### src/rtl/dmac_csr_pkg.sv
package dmac_csr_pkg;

  localparam int WORD_W      = 32;
  localparam int GRP_CH      = 8;   // channels served by one control/status word
  localparam int MAX_CH      = 12;

  // byte offsets of the global words
  localparam int OFS_CTL_A   = 'h00;
  localparam int OFS_CTL_1   = 'h04;
  localparam int OFS_EN      = 'h08;
  localparam int OFS_CTL_B   = 'h0C;
  localparam int OFS_STS_A   = 'h10;
  localparam int OFS_STS_1   = 'h14;
  localparam int OFS_STS_B   = 'h18;
  localparam int WIN_BASE    = 'h20;
  localparam int WIN_BYTES   = 16;

  typedef enum logic [1:0] {
    MODE_OFF  = 2'd0,
    MODE_SG   = 2'd1,
    MODE_ONCE = 2'd2,
    MODE_RSV  = 2'd3
  } mode_e;

  typedef enum logic [1:0] {
    ENG_IDLE = 2'd0,
    ENG_DESC = 2'd1,
    ENG_WAIT = 2'd2,
    ENG_XFER = 2'd3
  } eng_state_e;

  // channel lives in the second word of a pair
  function automatic logic in_hi(input int ch);
    return ch >= GRP_CH;
  endfunction

  // position of a channel inside its word group
  function automatic int grp_idx(input int ch);
    return ch % GRP_CH;
  endfunction

  // lsb of the 3-bit mode/direction field
  function automatic int fld_lsb(input int ch);
    return 4 * grp_idx(ch);
  endfunction

  // interrupt enable bit in the enable word
  function automatic int en_bit(input int ch);
    return in_hi(ch) ? ch + 8 : ch;
  endfunction

  // flag and state positions in a status word
  function automatic int irq_bit(input int ch);
    return grp_idx(ch);
  endfunction

  function automatic int err_bit(input int ch);
    return grp_idx(ch) + 8;
  endfunction

  function automatic int st_lsb(input int ch);
    return 16 + 2 * grp_idx(ch);
  endfunction

endpackage

### src/rtl/dmac_csr_dec.sv
module dmac_csr_dec
  import dmac_csr_pkg::*;
#(
  parameter int NCH = 12,
  parameter int AW  = 8
) (
  input  logic [AW-1:0]  addr,
  output logic           hit_ctl_a,
  output logic           hit_en,
  output logic           hit_ctl_b,
  output logic           hit_sts_a,
  output logic           hit_sts_b,
  output logic           win_any,
  output logic [NCH-1:0] win_sel,
  output logic [1:0]     win_word
);

  localparam int WIN_END = WIN_BASE + WIN_BYTES * NCH;
  localparam int IW      = AW - 4;

  logic [AW-3:0] word_addr;
  logic [AW-1:0] rel;
  logic [IW-1:0] win_idx;
  logic          in_win;

  assign word_addr = addr[AW-1:2];
  assign hit_ctl_a = word_addr == (AW-2)'(OFS_CTL_A >> 2);
  assign hit_en    = word_addr == (AW-2)'(OFS_EN    >> 2);
  assign hit_ctl_b = word_addr == (AW-2)'(OFS_CTL_B >> 2);
  assign hit_sts_a = word_addr == (AW-2)'(OFS_STS_A >> 2);
  assign hit_sts_b = word_addr == (AW-2)'(OFS_STS_B >> 2);

  assign rel     = addr - AW'(WIN_BASE);
  assign win_idx = rel[AW-1:4];
  assign in_win  = ({1'b0, addr} >= (AW+1)'(WIN_BASE)) &&
                   ({1'b0, addr} <  (AW+1)'(WIN_END));
  assign win_any  = in_win;
  assign win_word = addr[3:2];

  for (genvar g = 0; g < NCH; g++) begin : g_win
    assign win_sel[g] = in_win && (win_idx == IW'(g));
  end

endmodule

### src/rtl/dmac_csr_chan.sv
module dmac_csr_chan
  import dmac_csr_pkg::*;
(
  input  logic       clk,
  input  logic       rst_n,
  input  logic       fld_we,
  input  logic [2:0] fld_in,
  input  logic       en_we,
  input  logic       en_in,
  input  logic       clr_irq,
  input  logic       clr_err,
  input  logic       ev_done,
  input  logic       ev_err,
  output logic [1:0] mode,
  output logic       dir,
  output logic       en,
  output logic       irq_flag,
  output logic       err_flag,
  output logic       abort
);

  logic set_irq;
  assign set_irq = ev_done | ev_err;

  always_ff @(posedge clk or negedge rst_n) begin
    if (!rst_n) begin
      mode     <= 2'b00;
      dir      <= 1'b0;
      en       <= 1'b0;
      irq_flag <= 1'b0;
      err_flag <= 1'b0;
      abort    <= 1'b0;
    end else begin
      if (fld_we) begin
        mode <= fld_in[1:0];
        dir  <= fld_in[2];
      end
      abort <= fld_we && (mode_e'(fld_in[1:0]) == MODE_OFF);
      if (en_we) en <= en_in;
      // a new event outranks a clear arriving in the same cycle
      irq_flag <= set_irq | (irq_flag & ~clr_irq);
      err_flag <= ev_err  | (err_flag & ~clr_err);
    end
  end

endmodule

### src/rtl/dmac_csr_rmux.sv
module dmac_csr_rmux
  import dmac_csr_pkg::*;
(
  input  logic              hit_ctl_a,
  input  logic              hit_en,
  input  logic              hit_ctl_b,
  input  logic              hit_sts_a,
  input  logic              hit_sts_b,
  input  logic              win_any,
  input  logic [WORD_W-1:0] ctl_a,
  input  logic [WORD_W-1:0] en_w,
  input  logic [WORD_W-1:0] ctl_b,
  input  logic [WORD_W-1:0] sts_a,
  input  logic [WORD_W-1:0] sts_b,
  input  logic [WORD_W-1:0] win_rdata,
  output logic [WORD_W-1:0] rdata
);

  always_comb begin
    rdata = '0;
    if (hit_ctl_a)      rdata = ctl_a;
    else if (hit_en)    rdata = en_w;
    else if (hit_ctl_b) rdata = ctl_b;
    else if (hit_sts_a) rdata = sts_a;
    else if (hit_sts_b) rdata = sts_b;
    else if (win_any)   rdata = win_rdata;
  end

endmodule

### src/rtl/dmac_csr.sv
module dmac_csr
  import dmac_csr_pkg::*;
#(
  parameter int NCH = 12,   // at most MAX_CH
  parameter int AW  = 8
) (
  input  logic              clk,
  input  logic              rst_n,
  input  logic [AW-1:0]     reg_addr,
  input  logic              reg_we,
  input  logic [WORD_W-1:0] reg_wdata,
  output logic [WORD_W-1:0] reg_rdata,
  input  logic [2*NCH-1:0]  eng_state,
  input  logic [NCH-1:0]    eng_done,
  input  logic [NCH-1:0]    eng_err,
  input  logic [WORD_W-1:0] win_rdata,
  output logic [2*NCH-1:0]  ch_mode,
  output logic [NCH-1:0]    ch_dir,
  output logic [NCH-1:0]    ch_abort,
  output logic              irq,
  output logic [NCH-1:0]    win_sel,
  output logic [1:0]        win_word,
  output logic              win_we
);

  logic hit_ctl_a, hit_en, hit_ctl_b, hit_sts_a, hit_sts_b, win_any;

  // named per-channel events, also watched by the checker
  logic [NCH-1:0] fld_we;
  logic [NCH-1:0] clr_irq;
  logic [NCH-1:0] clr_err;
  logic [NCH-1:0] en_q;
  logic [NCH-1:0] irq_flag;
  logic [NCH-1:0] err_flag;

  logic [WORD_W-1:0] ctl_a, en_w, ctl_b, sts_a, sts_b;

  dmac_csr_dec #(.NCH(NCH), .AW(AW)) u_dec (
    .addr      (reg_addr),
    .hit_ctl_a (hit_ctl_a),
    .hit_en    (hit_en),
    .hit_ctl_b (hit_ctl_b),
    .hit_sts_a (hit_sts_a),
    .hit_sts_b (hit_sts_b),
    .win_any   (win_any),
    .win_sel   (win_sel),
    .win_word  (win_word)
  );

  assign win_we = reg_we & win_any;

  for (genvar g = 0; g < NCH; g++) begin : g_ch
    localparam bit HI  = in_hi(g);
    localparam int FL  = fld_lsb(g);
    localparam int EB  = en_bit(g);
    localparam int IB  = irq_bit(g);
    localparam int EEB = err_bit(g);

    logic sts_hit;
    assign sts_hit    = HI ? hit_sts_b : hit_sts_a;
    assign fld_we[g]  = reg_we & (HI ? hit_ctl_b : hit_ctl_a);
    assign clr_irq[g] = reg_we & sts_hit & reg_wdata[IB];
    assign clr_err[g] = reg_we & sts_hit & reg_wdata[EEB];

    dmac_csr_chan u_chan (
      .clk      (clk),
      .rst_n    (rst_n),
      .fld_we   (fld_we[g]),
      .fld_in   (reg_wdata[FL +: 3]),
      .en_we    (reg_we & hit_en),
      .en_in    (reg_wdata[EB]),
      .clr_irq  (clr_irq[g]),
      .clr_err  (clr_err[g]),
      .ev_done  (eng_done[g]),
      .ev_err   (eng_err[g]),
      .mode     (ch_mode[2*g +: 2]),
      .dir      (ch_dir[g]),
      .en       (en_q[g]),
      .irq_flag (irq_flag[g]),
      .err_flag (err_flag[g]),
      .abort    (ch_abort[g])
    );
  end

  // assemble the host-visible words
  always_comb begin
    ctl_a = '0;
    ctl_b = '0;
    en_w  = '0;
    sts_a = '0;
    sts_b = '0;
    for (int i = 0; i < NCH; i++) begin
      en_w[en_bit(i)] = en_q[i];
      if (in_hi(i)) begin
        ctl_b[fld_lsb(i) +: 3]  = {ch_dir[i], ch_mode[2*i +: 2]};
        sts_b[irq_bit(i)]       = irq_flag[i];
        sts_b[err_bit(i)]       = err_flag[i];
        sts_b[st_lsb(i) +: 2]   = eng_state[2*i +: 2];
      end else begin
        ctl_a[fld_lsb(i) +: 3]  = {ch_dir[i], ch_mode[2*i +: 2]};
        sts_a[irq_bit(i)]       = irq_flag[i];
        sts_a[err_bit(i)]       = err_flag[i];
        sts_a[st_lsb(i) +: 2]   = eng_state[2*i +: 2];
      end
    end
  end

  assign irq = |(irq_flag & en_q);

  dmac_csr_rmux u_rmux (
    .hit_ctl_a (hit_ctl_a),
    .hit_en    (hit_en),
    .hit_ctl_b (hit_ctl_b),
    .hit_sts_a (hit_sts_a),
    .hit_sts_b (hit_sts_b),
    .win_any   (win_any),
    .ctl_a     (ctl_a),
    .en_w      (en_w),
    .ctl_b     (ctl_b),
    .sts_a     (sts_a),
    .sts_b     (sts_b),
    .win_rdata (win_rdata),
    .rdata     (reg_rdata)
  );

endmodule

### config.mk
export PLATFORM = sky130hd
export DESIGN_NAME = dmac_csr
export DESIGN_NICKNAME = d
export VERILOG_FILES = /design/src/rtl/dmac_csr_pkg.sv /design/src/rtl/dmac_csr_dec.sv /design/src/rtl/dmac_csr_chan.sv /design/src/rtl/dmac_csr_rmux.sv /design/src/rtl/dmac_csr.sv
export SDC_FILE = /design/constraint.sdc
export NUM_CORES = 1
export LEC_CHECK = 0
export ABC_AREA = 1
export BUFFER_PORTS_ARGS = -buffer_cell sky130_fd_sc_hd__buf_2
export CORE_ASPECT_RATIO = 1.75
export CORE_MARGIN = 4
export CORE_UTILIZATION = 40
export CTS_CLUSTER_DIAMETER = 200
export CTS_CLUSTER_SIZE = 30
export DETAILED_ROUTE_END_ITERATION = 6
export PLACE_DENSITY = 0.74
export SLEW_MARGIN = 20
export SYNTH_ARGS = -nofsm -noshare
export SYNTH_HDL_FRONTEND = slang
export SYNTH_HIERARCHICAL = 1
export SYNTH_SLANG_ARGS = --single-unit
### constraint.sdc
create_clock -name clk -period 3.34 [get_ports clk]
set_clock_uncertainty 0.15 [all_clocks]
set_input_delay 0.668 -clock clk [delete_from_list [all_inputs] [get_ports clk]]
set_output_delay 0.668 -clock clk [all_outputs]
set_load 0.01 [all_outputs]
==> reports/metrics.yaml, run 1 <==
drt:
  vias: 6589
  initialDrtViolationCount: 248
  antenna_left: 0
  finalWirelength_um: 20300
  avgViaCountPerCell: 4.61
  drc: 0
  routedWlPerCell_um: 14.2
  drtPass1Iterations: 5
final_layout:
  stdcell_area_sq_um: 7800
  utilization: 0.528
  syn_to_final_growth_pct: 30.0
  final_cell_mix: "nand2_1 (439), buf_2 (214), inv_1 (162)"
  final_common_cell: "nand2_1"
  drive_above_1_share: 0.242
  nets: 1366
logic_synthesis:
  synth_area_leaders: "dfrtp_1 (35%), nand2_1 (27%), a21oi_1 (11%)"
  syn_area_sq_um: 6000
  avgSynthCellArea_sq_um: 6.12
  syn_inst: 980
  synth_seq_cells: 84
  synth_warnings: 6
  synth_seq_area_share: 0.351
  synth_top_cell_by_area: "dfrtp_1"
  yosysUniqueCellTypes: 22
  synth_top_area_share: 0.351
grt:
  first_global_vias: 6262
  met2_usage: 0.455
  grt_usage: 0.236
  grtUsageMet1: 0.241
  grt-busiest-layer: "met2"
  gr-usage-met3: 0.0275
  grt_max_degree: 85
  grt-ovfl-total: 0
  grt_pass1_wl_um: 31400
  antenna_found_initial: 1
timing:
  maxSlewHeadroom: 0.606
  maxSlewViolCount: 0
  fin_crit_sh: 0.931
  rsz0062_at_grt: "no"
  period_minus_slack_ns: 3.11
  setup_viol: 0
  fin_tns_setup_ns: 0
  worst_pin_slew_ns: 0.588
  final_hold_viol_count: 0
  timing.hold.ws_ns: 0.192
  achievable-frequency_mhz: 322
power:
  seqPwrFrac: 0.417
  intPower_mw: 1.86
  power_leakage_nw: 4.76
  power_switching_share: 0.330
  p_clk_frac: 0.357
  p_comb_frac: 0.225
  finalPower_mw: 2.77
  peakVddDrop_v: 0.000358
  p_switching_mw: 0.915
  power_density_nw_per_um2: 356
setup_path:
  startpoint: "reg_addr[5]"
  start_kind: "input pin"
  worstPathRequired_ns: 2.52
  cp.arrival_ns: 2.29
  worstSetupPathType: "input pin to primary output"
  reg2reg_from: "g_ch[9].u_chan/en$_DFFE_PN0P_"
  worstPathMaxFanout: 65
  worstSetupEndpointType: "primary output"
clock_network:
  cts_resized: 0
  clock_path_buffers: 2
  post_cts_buffers: 0
  ctsHoldBuffers: 0
  cts_sinks: 84
  htreeDepth: 3
  cts_tree: "yes"
  cts.clk_slew.worst_paths_ns: 0.07
  clock_latency_ns: 0.33
  cts_made_buffers: 9
  cts-root-buf: "clkbuf_16"
floorplanning:
  ios: 219
  die_area_sq_um: 17100
  start_util: 0.406
  die_x_um: 101
  core_area_sq_um: 14800
  rows: 59
  die-height_um: 170
flow_run:
  maxCapViolCount: 0
placement:
  placed_cell_area_sq_um: 7500
  gp_routability_congestion: 0.875
  hpwl_um: 14800
  port_buffers: 215
outcome:
  status: "completed"
hold_path:
  hold_path.class: "input pin to async pin"
==> sequential cells by signal, summed over array words and instances (netlist names) <==
signal,count
g_ch.u_chan/irq_flag,12
g_ch.u_chan/dir,12
g_ch.u_chan/err_flag,12
g_ch.u_chan/mode,24
g_ch.u_chan/en,12
g_ch.u_chan/abort,12
==> cell families (layout without fill, tap and decap cells) <==
family / after synthesis / after routing / share of synthesized area
AND/OR/NAND/NOR: 552 / 552 / 0.382
buffers and inverters: 211 / 414 / 0.153
AO/OA/AOI/OAI: 128 / 128 / 0.107
flip-flops: 84 / 84 / 0.351
adder cells (fa/ha/maj): 2 / 2 / 0.00417
XOR/XNOR: 2 / 2 / 0.00292
other: 1 / 65 / 0.000625
==> power groups by stage <==
stage	Clock (mW)	Sequential, mW	Combinational (mW)
CTS	1.01	1.16	0.632
floorplan	0	1.19	0.296
detailed placement	0	1.18	0.629
finish	0.991	1.16	0.625
global route	1.06	1.17	0.704
global placement	0	1.17	0.619
==> routing by layer <==
layer	up-vias	wire [um]
li1	3386	-
met2	233	11300
met4	0	984
met1	2923	6990
met3	47	1090
met5	-	0
==> metrics by stage <==
stage	setup slack [ns]	cells
4_1_cts	0.236	1429
6_report	0.230	1430
3_5_place_dp	0.250	1413
2_1_floorplan	0.593	1043
5_1_grt	0.0551	1430
3_3_place_gp	0.251	1413
==> worst max-delay path, stage by stage <==
cell and delay (ns):
buf_2 0.14, inv_2 0.08, nand2_1 0.15, nor4_2 0.36, buf_12 0.33, a21oi_1 0.08, nand2_1 0.16, nand2_1 0.07
nand2_1 0.06, nand2_1 0.05, buf_2 0.14
==> path summary, 6_finish.rpt <==
check	to	slack (ns)	depth (start not counted)
max	reg_rdata[8]	0.23	11
min	g_ch[6].u_chan/abort$_DFF_PN0_	0.19	2
max reg2reg	g_ch[9].u_chan/en$_DFFE_PN0P_	2.51	2
min reg2reg	g_ch[0].u_chan/err_flag$_DFF_PN0_	0.33	2
max in group asynchronous	g_ch[0].u_chan/err_flag$_DFF_PN0_	2.47	2
min in group clk	g_ch[0].u_chan/err_flag$_DFF_PN0_	0.33	2
==> cell usage after synthesis (all sizes together) <==
| cell | number |
|---|---|
| nand3 | 34 |
| ha | 2 |
| nand4 | 1 |
| inv | 169 |
| xor2 | 1 |
| buf | 33 |
| clkbuf | 9 |
| dfrtp | 84 |
| conb | 1 |
| xnor2 | 1 |
| nor2 | 72 |
| a21oi | 128 |
| nor4 | 3 |
| nand2 | 442 |
==> area by class of cell <==
| type | instances | area (sq um) |
|---|---|---|
| sequential | 84 | 2100 |
| fill | 1544 | 6970 |
| clock inverter | 7 | 68.8 |
| antenna | 1 | 2.50 |
| inverter | 169 | 639 |
| clock buffer | 9 | 225 |
| tap | 183 | 229 |
| timing repair buffer | 229 | 1280 |
| multi-input combinational | 748 | 3250 |
(Power assumes the default switching activity.)
==> run 2: changes to the inputs <==
- CELL_PAD_IN_SITES_DETAIL_PLACEMENT: not set -> 1
- CELL_PAD_IN_SITES_GLOBAL_PLACEMENT: not set -> 2
- CORE_UTILIZATION: 40 -> 27
- PLACE_DENSITY: 0.74 -> 0.93
==> reports/metrics.yaml, run 2 (synthesis results as in run 1) <==
power:
  p_switching_mw: 0.909  # was 0.915 mW
  seqPwrFrac: 0.417  # about the same
  power_switching_share: 0.327  # was 0.330
  power_density_nw_per_um2: 347  # was 356 nW/um^2
  p_comb_frac: 0.234  # was 0.225
  intPower_mw: 1.87  # was 1.86 mW
  p_clk_frac: 0.350  # was 0.357
  finalPower_mw: 2.78  # was 2.77 mW
  peakVddDrop_v: 0.000248  # was 0.000358 V
  power_leakage_nw: 4.82  # was 4.76 nW
placement:
  hpwl_um: 18500  # was 14,800 um
  gp_routability_congestion: 0.778  # was 0.875
  port_buffers: 215  # unchanged
  place_ws_ns: 0.160  # was 0.250 ns
drt:
  routedWlPerCell_um: 15.5  # was 14.2 um
  vias: 6721  # was 6,589
  avgViaCountPerCell: 4.34  # was 4.61
  initialDrtViolationCount: 219  # was 248
  finalWirelength_um: 24000  # was 20,300 um
  drtPass1Iterations: 4  # was 5
  drc: 0  # unchanged
  antenna_left: 0  # unchanged
final_layout:
  multi_input_area_sq_um: 3250  # unchanged
  syn_to_final_growth_pct: 33.5  # was 30.0%
  drive_above_1_share: 0.247  # was 0.242
  nFillCells: 3018  # was 1,544
  regMostFlops: "g_ch.u_chan/mode"  # unchanged
  utilization: 0.369  # was 0.528
  nets: 1376  # was 1,366
  final_common_cell: "nand2_1"  # unchanged
  final_cell_mix: "nand2_1 (439), buf_2 (214), inv_1 (162)"  # unchanged
  seqCellArea_sq_um: 2100  # unchanged
  largest_reg_flops: 24  # unchanged
floorplanning:
  die_area_sq_um: 24800  # was 17,100 sq um
  ios: 219  # unchanged
  die-height_um: 205  # was 170 um
  die_x_um: 121  # was 101 um
  rows: 71  # was 59
  core_area_sq_um: 21700  # was 14,800 sq um
  start_util: 0.277  # was 0.406
clock_network:
  clock_path_buffers: 2  # unchanged
  htreeDepth: 3  # unchanged
  cts-root-buf: "clkbuf_16"  # unchanged
  clock_latency_ns: 0.36  # was 0.33 ns
  cts_tree: "yes"  # unchanged
  cts.clk_slew.worst_paths_ns: 0.07  # about the same
  post_cts_buffers: 0  # unchanged
  cts_sinks: 84  # unchanged
  cts_made_buffers: 9  # unchanged
timing:
  maxSlewHeadroom: 0.632  # was 0.606
  fin_crit_sh: 0.942  # was 0.931
  period_minus_slack_ns: 3.15  # was 3.11 ns
  maxSlewViolCount: 0  # unchanged
  rsz0062_at_grt: "yes"  # was no
  final_hold_viol_count: 0  # unchanged
  achievable-frequency_mhz: 318  # was 322 MHz
  setup_viol: 0  # unchanged
  fin_tns_setup_ns: 0  # unchanged
  worst_pin_slew_ns: 0.550  # was 0.588 ns
  timing.hold.ws_ns: 0.125  # was 0.192 ns
  worst_slack_ns: 0.193  # was 0.230 ns
setup_path:
  worstPathRequired_ns: 2.52  # about the same
  worstSetupPathType: "input pin to primary output"  # unchanged
  cp.arrival_ns: 2.33  # was 2.29 ns
  worstSetupEndpointType: "primary output"  # unchanged
  start_kind: "input pin"  # unchanged
  worstPathMaxFanout: 28  # was 65
grt:
  antenna_found_initial: 3  # was 1
  grt-ovfl-total: 0  # unchanged
  grt_max_degree: 66  # was 85
  first_global_vias: 7077  # was 6,262
  grt_pass1_wl_um: 37600  # was 31,400 um
  grt_usage: 0.197  # was 0.236
hold_path:
  hold_path.class: "input pin to async pin"  # unchanged
flow_run:
  maxCapViolCount: 0  # unchanged
outcome:
  status: "completed"  # unchanged
[run 2: changes by cell type in the layout (fill, tap and decap cells not counted)]
cell	previous run	this run
clkbuf_8	0	1
inv_6	3	2
clkinv_8	1	0
clkinvlp_4	2	1
clkbuf_1	0	1
buf_12	8	9
clkinv_2	0	2
buf_4	7	16
inv_8	1	0
[run 2: final timing paths]
kind / slack [ns] / start / cells after the start / to
setup / recovery: 0.19 / reg_addr[5] / 11 / reg_rdata[17]
hold / removal: 0.12 / rst_n / 1 / g_ch[6].u_chan/abort$_DFF_PN0_
setup reg to reg: 2.52 / g_ch[11].u_chan/irq_flag$_DFF_PN0_ / 2 / g_ch[11].u_chan/irq_flag$_DFF_PN0_
hold reg to reg: 0.33 / g_ch[4].u_chan/err_flag$_DFF_PN0_ / 2 / g_ch[4].u_chan/err_flag$_DFF_PN0_
max in group asynchronous: 2.20 / rst_n / 2 / g_ch[10].u_chan/mode[0]$_DFFE_PN0P_
min in group clk: 0.32 / reg_wdata[29] / 2 / g_ch[7].u_chan/abort$_DFF_PN0_
[run 2: area by class of cell]
type	instances	area share
Sequential cell	84	0.263
Multi-Input combinational cell	748	0.406
Clock buffer	11	0.0303
Timing Repair Buffer	239	0.171
Clock inverter	5	0.00438
Inverter	169	0.0799
Antenna cell	1	0.000313
Tap cell	292	0.0456
[run 2: metrics by stage]
stage | area [sq um] | std cells
after floorplan | 6230 | 1043
after global placement | 7720 | 1532
after detailed placement | 7720 | 1532
after CTS | 8000 | 1548
after global routing | 8010 | 1549
final | 8010 | 1549
[run 2: critical path, stage by stage]
cell and delay, ns:
buf_2 0.14, inv_2 0.08, nand2_1 0.16, nor4_2 0.35, buf_4 0.37, a21oi_1 0.07
nand2_1 0.12, nand2_1 0.06, nand2_1 0.09, nand2_1 0.06, buf_2 0.15
[run 2: power groups by stage]
stage	registers (mW)	logic, mW	clock network (mW)
after CTS	1.16	0.666	1.01
after detailed placement	1.18	0.662	0
after global placement	1.17	0.648	0
after global routing	1.17	0.733	1.04
final	1.16	0.649	0.971
after floorplan	1.19	0.296	0
[run 2: metal layers]
metal  vias up  track usage  share of wire
met3        41       0.0315          0.041
met5         -            0         0.0012
met4         4       0.0944          0.040
met1      3128        0.200           0.36
met2       155        0.383           0.56
li1       3393            -              -
[run 2: what timing repair did]
item / 4_1_cts / 5_1_grt
endpoints found under the setup margin: 0 / 2
gates resized for setup: 0 / 0
hold buffers: 0 / 0
